**src/rtl/gpio_pkg.sv**
```systemverilog
package gpio_pkg;
    typedef enum logic [3:0] {
        A_DIR   = 4'd0,
        A_DOUT  = 4'd1,
        A_DSET  = 4'd2,
        A_DCLR  = 4'd3,
        A_MASK  = 4'd4,
        A_MSET  = 4'd5,
        A_MCLR  = 4'd6,
        A_EDGLO = 4'd7,
        A_EDGHI = 4'd8,
        A_STAT  = 4'd9,
        A_PIN   = 4'd10
    } reg_addr_e;

    typedef enum logic [1:0] {
        RQ_QUIET = 2'd0,
        RQ_INT   = 2'd1,
        RQ_WAKE  = 2'd2
    } req_state_e;
endpackage

```
**src/rtl/gpio_sync.sv**
```systemverilog
module gpio_sync #(
    parameter int NPIN   = 16,
    parameter int STAGES = 2
) (
    input  logic            clk,
    input  logic            rst_n,
    input  logic [NPIN-1:0] din,
    output logic [NPIN-1:0] dout
);
    logic [NPIN-1:0] stage_q [STAGES];

    generate
        for (genvar s = 0; s < STAGES; s++) begin : g_stage
            always_ff @(posedge clk or negedge rst_n) begin
                if (!rst_n) begin
                    stage_q[s] <= '0;
                end else if (s == 0) begin
                    stage_q[s] <= din;
                end else begin
                    stage_q[s] <= stage_q[(s == 0) ? 0 : s-1];
                end
            end
        end
    endgenerate

    assign dout = stage_q[STAGES-1];
endmodule

```
**src/rtl/gpio_edge.sv**
```systemverilog
module gpio_edge #(
    parameter int NPIN = 16
) (
    input  logic            clk,
    input  logic            rst_n,
    input  logic [NPIN-1:0] cur,
    input  logic [NPIN-1:0] dir,
    input  logic [NPIN-1:0] edge_lo,
    input  logic [NPIN-1:0] edge_hi,
    output logic [NPIN-1:0] ev
);
    logic [NPIN-1:0] prev_q;

    always_ff @(posedge clk or negedge rst_n) begin
        if (!rst_n) prev_q <= '0;
        else        prev_q <= cur;
    end

    generate
        for (genvar i = 0; i < NPIN; i++) begin : g_pin
            logic rise, fall;
            assign rise  = cur[i] & ~prev_q[i];
            assign fall  = ~cur[i] & prev_q[i];
            assign ev[i] = ~dir[i] & ((edge_hi[i] & rise) | (edge_lo[i] & fall));
        end
    endgenerate
endmodule

```
**src/rtl/gpio_regs.sv**
```systemverilog
module gpio_regs
    import gpio_pkg::*;
#(
    parameter int NPIN   = 16,
    parameter int ADDR_W = 4
) (
    input  logic              clk,
    input  logic              rst_n,
    input  logic              wr_en,
    input  logic [ADDR_W-1:0] addr,
    input  logic [NPIN-1:0]   wdata,
    input  logic [NPIN-1:0]   ev,
    input  logic [NPIN-1:0]   pin_sync,
    output logic [NPIN-1:0]   rdata,
    output logic [NPIN-1:0]   dir,
    output logic [NPIN-1:0]   dout,
    output logic [NPIN-1:0]   mask,
    output logic [NPIN-1:0]   edge_lo,
    output logic [NPIN-1:0]   edge_hi,
    output logic [NPIN-1:0]   status
);
    reg_addr_e a;
    assign a = reg_addr_e'(addr);

    logic [NPIN-1:0] stat_clr;
    assign stat_clr = (wr_en && a == A_STAT) ? wdata : '0;

    always_ff @(posedge clk or negedge rst_n) begin
        if (!rst_n) begin
            dir     <= '0;
            dout    <= '0;
            mask    <= '1;
            edge_lo <= '0;
            edge_hi <= '0;
            status  <= '0;
        end else begin
            if (wr_en) begin
                unique case (a)
                    A_DIR:   dir     <= wdata;
                    A_DOUT:  dout    <= wdata;
                    A_DSET:  dout    <= dout | wdata;
                    A_DCLR:  dout    <= dout & ~wdata;
                    A_MASK:  mask    <= wdata;
                    A_MSET:  mask    <= mask | wdata;
                    A_MCLR:  mask    <= mask & ~wdata;
                    A_EDGLO: edge_lo <= wdata;
                    A_EDGHI: edge_hi <= wdata;
                    default: ;
                endcase
            end
            status <= (status & ~stat_clr) | ev;
        end
    end

    always_comb begin
        unique case (a)
            A_DIR:                  rdata = dir;
            A_DOUT, A_DSET, A_DCLR: rdata = dout;
            A_MASK, A_MSET, A_MCLR: rdata = mask;
            A_EDGLO:                rdata = edge_lo;
            A_EDGHI:                rdata = edge_hi;
            A_STAT:                 rdata = status;
            A_PIN:                  rdata = pin_sync;
            default:                rdata = '0;
        endcase
    end

    // set alias ORs the written bits into the data-output register
    p_dset_r3: assert property (@(posedge clk) disable iff (!rst_n)
        (wr_en && a == A_DSET) |=> dout == ($past(dout) | $past(wdata)));

    // clear alias removes the written bits from the mask register
    p_mclr_r4: assert property (@(posedge clk) disable iff (!rst_n)
        (wr_en && a == A_MCLR) |=> mask == ($past(mask) & ~$past(wdata)));

    // without a status write, no set status bit is lost
    p_sticky_r8: assert property (@(posedge clk) disable iff (!rst_n)
        !(wr_en && a == A_STAT) |=> (status & $past(status)) == $past(status));

    // newly set status bits only on pins that were inputs
    p_outpin_quiet_r7: assert property (@(posedge clk) disable iff (!rst_n)
        1'b1 |=> (status & ~$past(status) & $past(dir)) == '0);
endmodule

```
**src/rtl/gpio_req_fsm.sv**
```systemverilog
module gpio_req_fsm
    import gpio_pkg::*;
(
    input  logic clk,
    input  logic rst_n,
    input  logic pending_i,
    input  logic idle_i,
    output logic irq_o,
    output logic wake_o
);
    req_state_e state_q, state_d;

    always_ff @(posedge clk or negedge rst_n) begin
        if (!rst_n) state_q <= RQ_QUIET;
        else        state_q <= state_d;
    end

    always_comb begin
        state_d = state_q;
        unique case (state_q)
            RQ_QUIET: if (pending_i) state_d = idle_i ? RQ_WAKE : RQ_INT;
            RQ_INT: begin
                if (!pending_i)  state_d = RQ_QUIET;
                else if (idle_i) state_d = RQ_WAKE;
            end
            RQ_WAKE: begin
                if (!pending_i)   state_d = RQ_QUIET;
                else if (!idle_i) state_d = RQ_INT;
            end
            default: state_d = RQ_QUIET;
        endcase
    end

    always_comb begin
        irq_o  = 1'b0;
        wake_o = 1'b0;
        unique case (state_q)
            RQ_INT:  irq_o  = 1'b1;
            RQ_WAKE: wake_o = 1'b1;
            default: ;
        endcase
    end

    // interrupt only after an active-mode cycle with a pending request
    p_irq_active_r9: assert property (@(posedge clk) disable iff (!rst_n)
        irq_o |-> ($past(!idle_i) && $past(pending_i)));

    // wake-up only after an idle-mode cycle with a pending request
    p_wake_idle_r10: assert property (@(posedge clk) disable iff (!rst_n)
        wake_o |-> ($past(idle_i) && $past(pending_i)));

    // mode switch with request still pending moves it to the other line
    p_move_r10: assert property (@(posedge clk) disable iff (!rst_n)
        (irq_o && idle_i && pending_i) |=> wake_o);
endmodule

```
**src/rtl/gpio_edge_unit.sv**
```systemverilog
module gpio_edge_unit #(
    parameter int NPIN      = 16,
    parameter int ADDR_W    = 4,
    parameter int GLOB_BITS = 8
) (
    input  logic              clk,
    input  logic              rst_n,
    input  logic              bus_wr_i,
    input  logic [ADDR_W-1:0] bus_addr_i,
    input  logic [NPIN-1:0]   bus_wdata_i,
    output logic [NPIN-1:0]   bus_rdata_o,
    input  logic              idle_i,
    input  logic [NPIN-1:0]   pad_in_i,
    output logic [NPIN-1:0]   pad_out_o,
    output logic [NPIN-1:0]   pad_oe_o,
    output logic              glob_o,
    output logic              irq_o,
    output logic              wake_o
);
    logic [NPIN-1:0] pin_s, ev, dir, dout, mask, edge_lo, edge_hi, status;
    logic            pending;

    gpio_sync #(.NPIN(NPIN), .STAGES(2)) u_sync (
        .clk(clk), .rst_n(rst_n), .din(pad_in_i), .dout(pin_s)
    );

    gpio_edge #(.NPIN(NPIN)) u_edge (
        .clk(clk), .rst_n(rst_n), .cur(pin_s), .dir(dir),
        .edge_lo(edge_lo), .edge_hi(edge_hi), .ev(ev)
    );

    gpio_regs #(.NPIN(NPIN), .ADDR_W(ADDR_W)) u_regs (
        .clk(clk), .rst_n(rst_n), .wr_en(bus_wr_i), .addr(bus_addr_i),
        .wdata(bus_wdata_i), .ev(ev), .pin_sync(pin_s), .rdata(bus_rdata_o),
        .dir(dir), .dout(dout), .mask(mask), .edge_lo(edge_lo),
        .edge_hi(edge_hi), .status(status)
    );

    assign pending = |(status & ~mask);

    gpio_req_fsm u_fsm (
        .clk(clk), .rst_n(rst_n), .pending_i(pending), .idle_i(idle_i),
        .irq_o(irq_o), .wake_o(wake_o)
    );

    assign pad_out_o = dout;
    assign pad_oe_o  = dir;
    assign glob_o    = |dout[GLOB_BITS-1:0];
endmodule

```
**config.mk**
```make
export PLATFORM = sky130hd
export DESIGN_NAME = gpio_edge_unit
export DESIGN_NICKNAME = d
export VERILOG_FILES = /design/src/rtl/gpio_pkg.sv /design/src/rtl/gpio_sync.sv /design/src/rtl/gpio_edge.sv /design/src/rtl/gpio_regs.sv /design/src/rtl/gpio_req_fsm.sv /design/src/rtl/gpio_edge_unit.sv
export SDC_FILE = /design/constraint.sdc
export NUM_CORES = 1
export LEC_CHECK = 0
export BUFFER_PORTS_ARGS = -buffer_cell sky130_fd_sc_hd__buf_2
export CAP_MARGIN = 30
export CORE_MARGIN = 2
export CORE_UTILIZATION = 55
export CTS_CLUSTER_DIAMETER = 40
export DETAILED_ROUTE_END_ITERATION = 8
export PLACE_DENSITY_LB_ADDON = 0.3
export SLEW_MARGIN = 10
export SYNTH_ARGS = -nofsm -noshare
export SYNTH_HDL_FRONTEND = slang
export SYNTH_SLANG_ARGS = --single-unit
```
**constraint.sdc**
```tcl
create_clock -name clk -period 2.1 [get_ports clk]
set_input_delay 0.21 -clock clk [delete_from_list [all_inputs] [get_ports clk]]
set_output_delay 0.21 -clock clk [all_outputs]
set_load 0.02 [all_outputs]
```
==> metrics.yaml <==
endpoint_kind: "output pin"
synthCells: 495
drv_cap: 0
slew_headroom_pct: 56.2
core_area_sq_um: 10900
cts.clk_slew.worst_paths_ps: 60
synth_compound_area_share_pct: 18.0
grt.overflow.total: 0
clk_latency_ps: 420
post_cts_buffers: 0
synthMuxAreaShare_pct: 9.89
rsz0062_at_grt: "no"
cts_tree: "done"
hold_class: "in2reg"
firstDrtPassIters: 8
crit_chain: "buf_2 > nand2b_4 > a21oi_1 > buf_4 > buf_4 > a22oi_1 > nand3_1 > buf_2"
die_y_um: 110
drtIter0Drc: 507
cts_sinks: 146
outcome: "finished, final reports clean"
cts_root_buf: "clkbuf_16"
clockBufferDepth: 2
numCtsBuffers: 17
syn-num-nets: 535
synth_area_leaders: "dfrtp_1, dfstp_2, mux2_2"
vias: 4930
areaGrowthSynthToFinish_pct: 25.7
totalWireLength_um: 17000
finalMaxSlewViolations: 0
fin_area_sq_um: 7830
dieArea_sq_um: 12200
io_buffers: 90
final.period_utilization_pct: 94.1
avgSynthCellArea_sq_um: 12.6
final_hold_viol_count: 0
fin_nets: 670
place_area_sq_um: 7000
yosys.area_share.simple_pct: 9.39
diodes: 0
wl_per_cell_um: 21.7
synth_xor_xnor_area_share_pct: 0.141
vdd_drop_max_mv: 1.10
fin_crit_ps: 1980
cp_max_fo: 8
power_density_nw_per_um2: 1070
synth_area_leader_cell: "dfrtp_1"
synth_seq_area_share_pct: 59.0
setup_viol: 0
grt_pass1_vias: 4949
finClkSkew_ps: 5.70
drive_above_1_share_pct: 35.9
r2r-start: "u_regs.mask[4]$_DFFE_PN1P_"
synth_top_family_by_area: "compound AO/OA/AOI/OAI gates"
crit_required_ps: 1890
worst_pin_slew_ps: 657
cpLargestDelayFamily: "buffers and inverters"
power.leakage_uw: 0.00367
gp_congestion: 0.865
max_stage_delay_ps: 450
synth_cell_type_count: 39
synth_warnings: 0
worst_ep_arrival_time_ps: 1770
ys_ff_latch: 146
grt_usage_pct: 30.4
start_util_pct: 56.9
h-tree-depth: 4
drc: 0
fmax_ghz: 0.506
worstSetupPathType: "in2out"
synth_fa_ha_area_share_pct: 0
worst_setup_path_start_kind: "primary input"
synth_top_area_share_pct: 52.3
critical_path_buf_inv_count: 4
postLayoutCoreUtil_pct: 71.6
dp_hpwl_um: 11100
min_from: "bus_wdata_i[14]"
worstSetupStartpoint: "bus_addr_i[3]"
num_rows: 38
synth_area_sq_um: 6230
grt_pass1_wl_um: 26800
avgViaCountPerCell: 6.30
die_x_um: 110
final_antenna_net_count: 0
antenna_found_initial: 0
critPathSlowestCell: "a21oi_1"
io-pin-count: 91
grt_max_degree: 71
per-stage QoR:
| stage | worst slack, ps | TNS, ps | power, uW | hold WS [ps] | std cells |
|---|---|---|---|---|---|
| detailed placement | 101 | 0 | 5150 | 264 | 733 |
| global placement | -187 | -1710 | 5080 | 252 | 732 |
| finish | 124 | 0 | 8390 | 113 | 783 |
| global route | 40.4 | 0 | 8720 | 132 | 783 |
| floorplan | 422 | 0 | 4540 | -85.6 | 495 |
| CTS | 28.4 | 0 | 8420 | 102 | 783 |
sequential cells by signal, summed over array words and instances (netlist names):
register and flops:
u_edge.prev_q 16, u_regs.dir 16, u_regs.dout 16, u_regs.edge_hi 16
u_regs.edge_lo 16, u_regs.mask 16, u_regs.status 16, u_sync.dout 16
u_sync.stage_q 16, u_fsm.state_q 2
final timing paths:
check                                                     to  cells past startpoint  slack [ps]
worst max-delay path                          bus_rdata_o[1]                      8         120
worst min-delay path             u_regs.dout[14]$_DFFE_PN0P_                      2         110
worst max register to register  u_fsm.state_q[0]$_DFFE_PN0P_                      5         460
worst min register to register     u_sync.dout[13]$_DFF_PN0_                      0         350
max in group asynchronous          u_sync.dout[12]$_DFF_PN0_                      3        1070
min in group asynchronous           u_sync.dout[6]$_DFF_PN0_                      2         360
synth_stat cells (all sizes together):
cell type	number
dfrtp	130
mux2	48
nand2	41
a22o	32
a22oi	32
o21ai	32
inv	20
nor2	19
a222oi	16
dfstp	16
nand3	16
o2bb2ai	16
a31oi	15
buf	15
nand2b	13
clkbuf	11
nor4	5
o2111ai	4
nor2b	2
nor3	2
nor3b	2
a21oi	1
and2	1
and3	1
and4bb	1
nor4b	1
nor4bb	1
o22a	1
xor2	1
routing by layer:
layer  vias to the layer above  global-route usage (%)  share of wire (%)
li1                       2140                       -                  -
met1                      2459                    41.1                 41
met2                       276                    46.3                 47
met3                        55                    8.52                9.3
met4                         0                    12.9                2.9
met5                         -                       0                  0
what timing repair did:
action	4_1_cts	5_1_grt
resized for setup	0	1
endpoints found under the setup margin	0	1
endpoints found under the hold margin	67	0
hold buffers	18	0
power breakdown:
part	switching (uW)	internal, uW
Sequential	431	3310
Combinational	749	679
Clock	1110	2110
Total	2290	6100
layout by cell type (no fill, tap or decap), types with 12 or more instances in the layout:
master,count
nand3_1,16
dlygate4sd3_1,18
dfrtp_1,130
dfstp_2,16
mux2_4,20
buf_2,89
nand2b_1,12
buf_4,32
o21ai_0,32
o2bb2ai_1,16
a22oi_1,32
nand2_1,38
clkbuf_16,17
a222oi_1,16
mux2_2,28
a22o_1,32
nor2_1,17
a31oi_1,15
inv_1,20
area by class of cell:
class | instances | area, sq um
flip-flops and latches | 146 | 3670
inverters | 20 | 75.1
clock buffers | 23 | 488
repair buffers | 142 | 917
clock inverters | 9 | 151
fillers | 751 | 3110
multi-input cells | 303 | 2350
well taps | 140 | 175
kinds of logic after synthesis:
logic type,after synthesis
buf+inv,46
compound gates,149
mux,48
xor+xnor,1
simple gates,105
flops,146
Power figures use the tool's default switching activity.
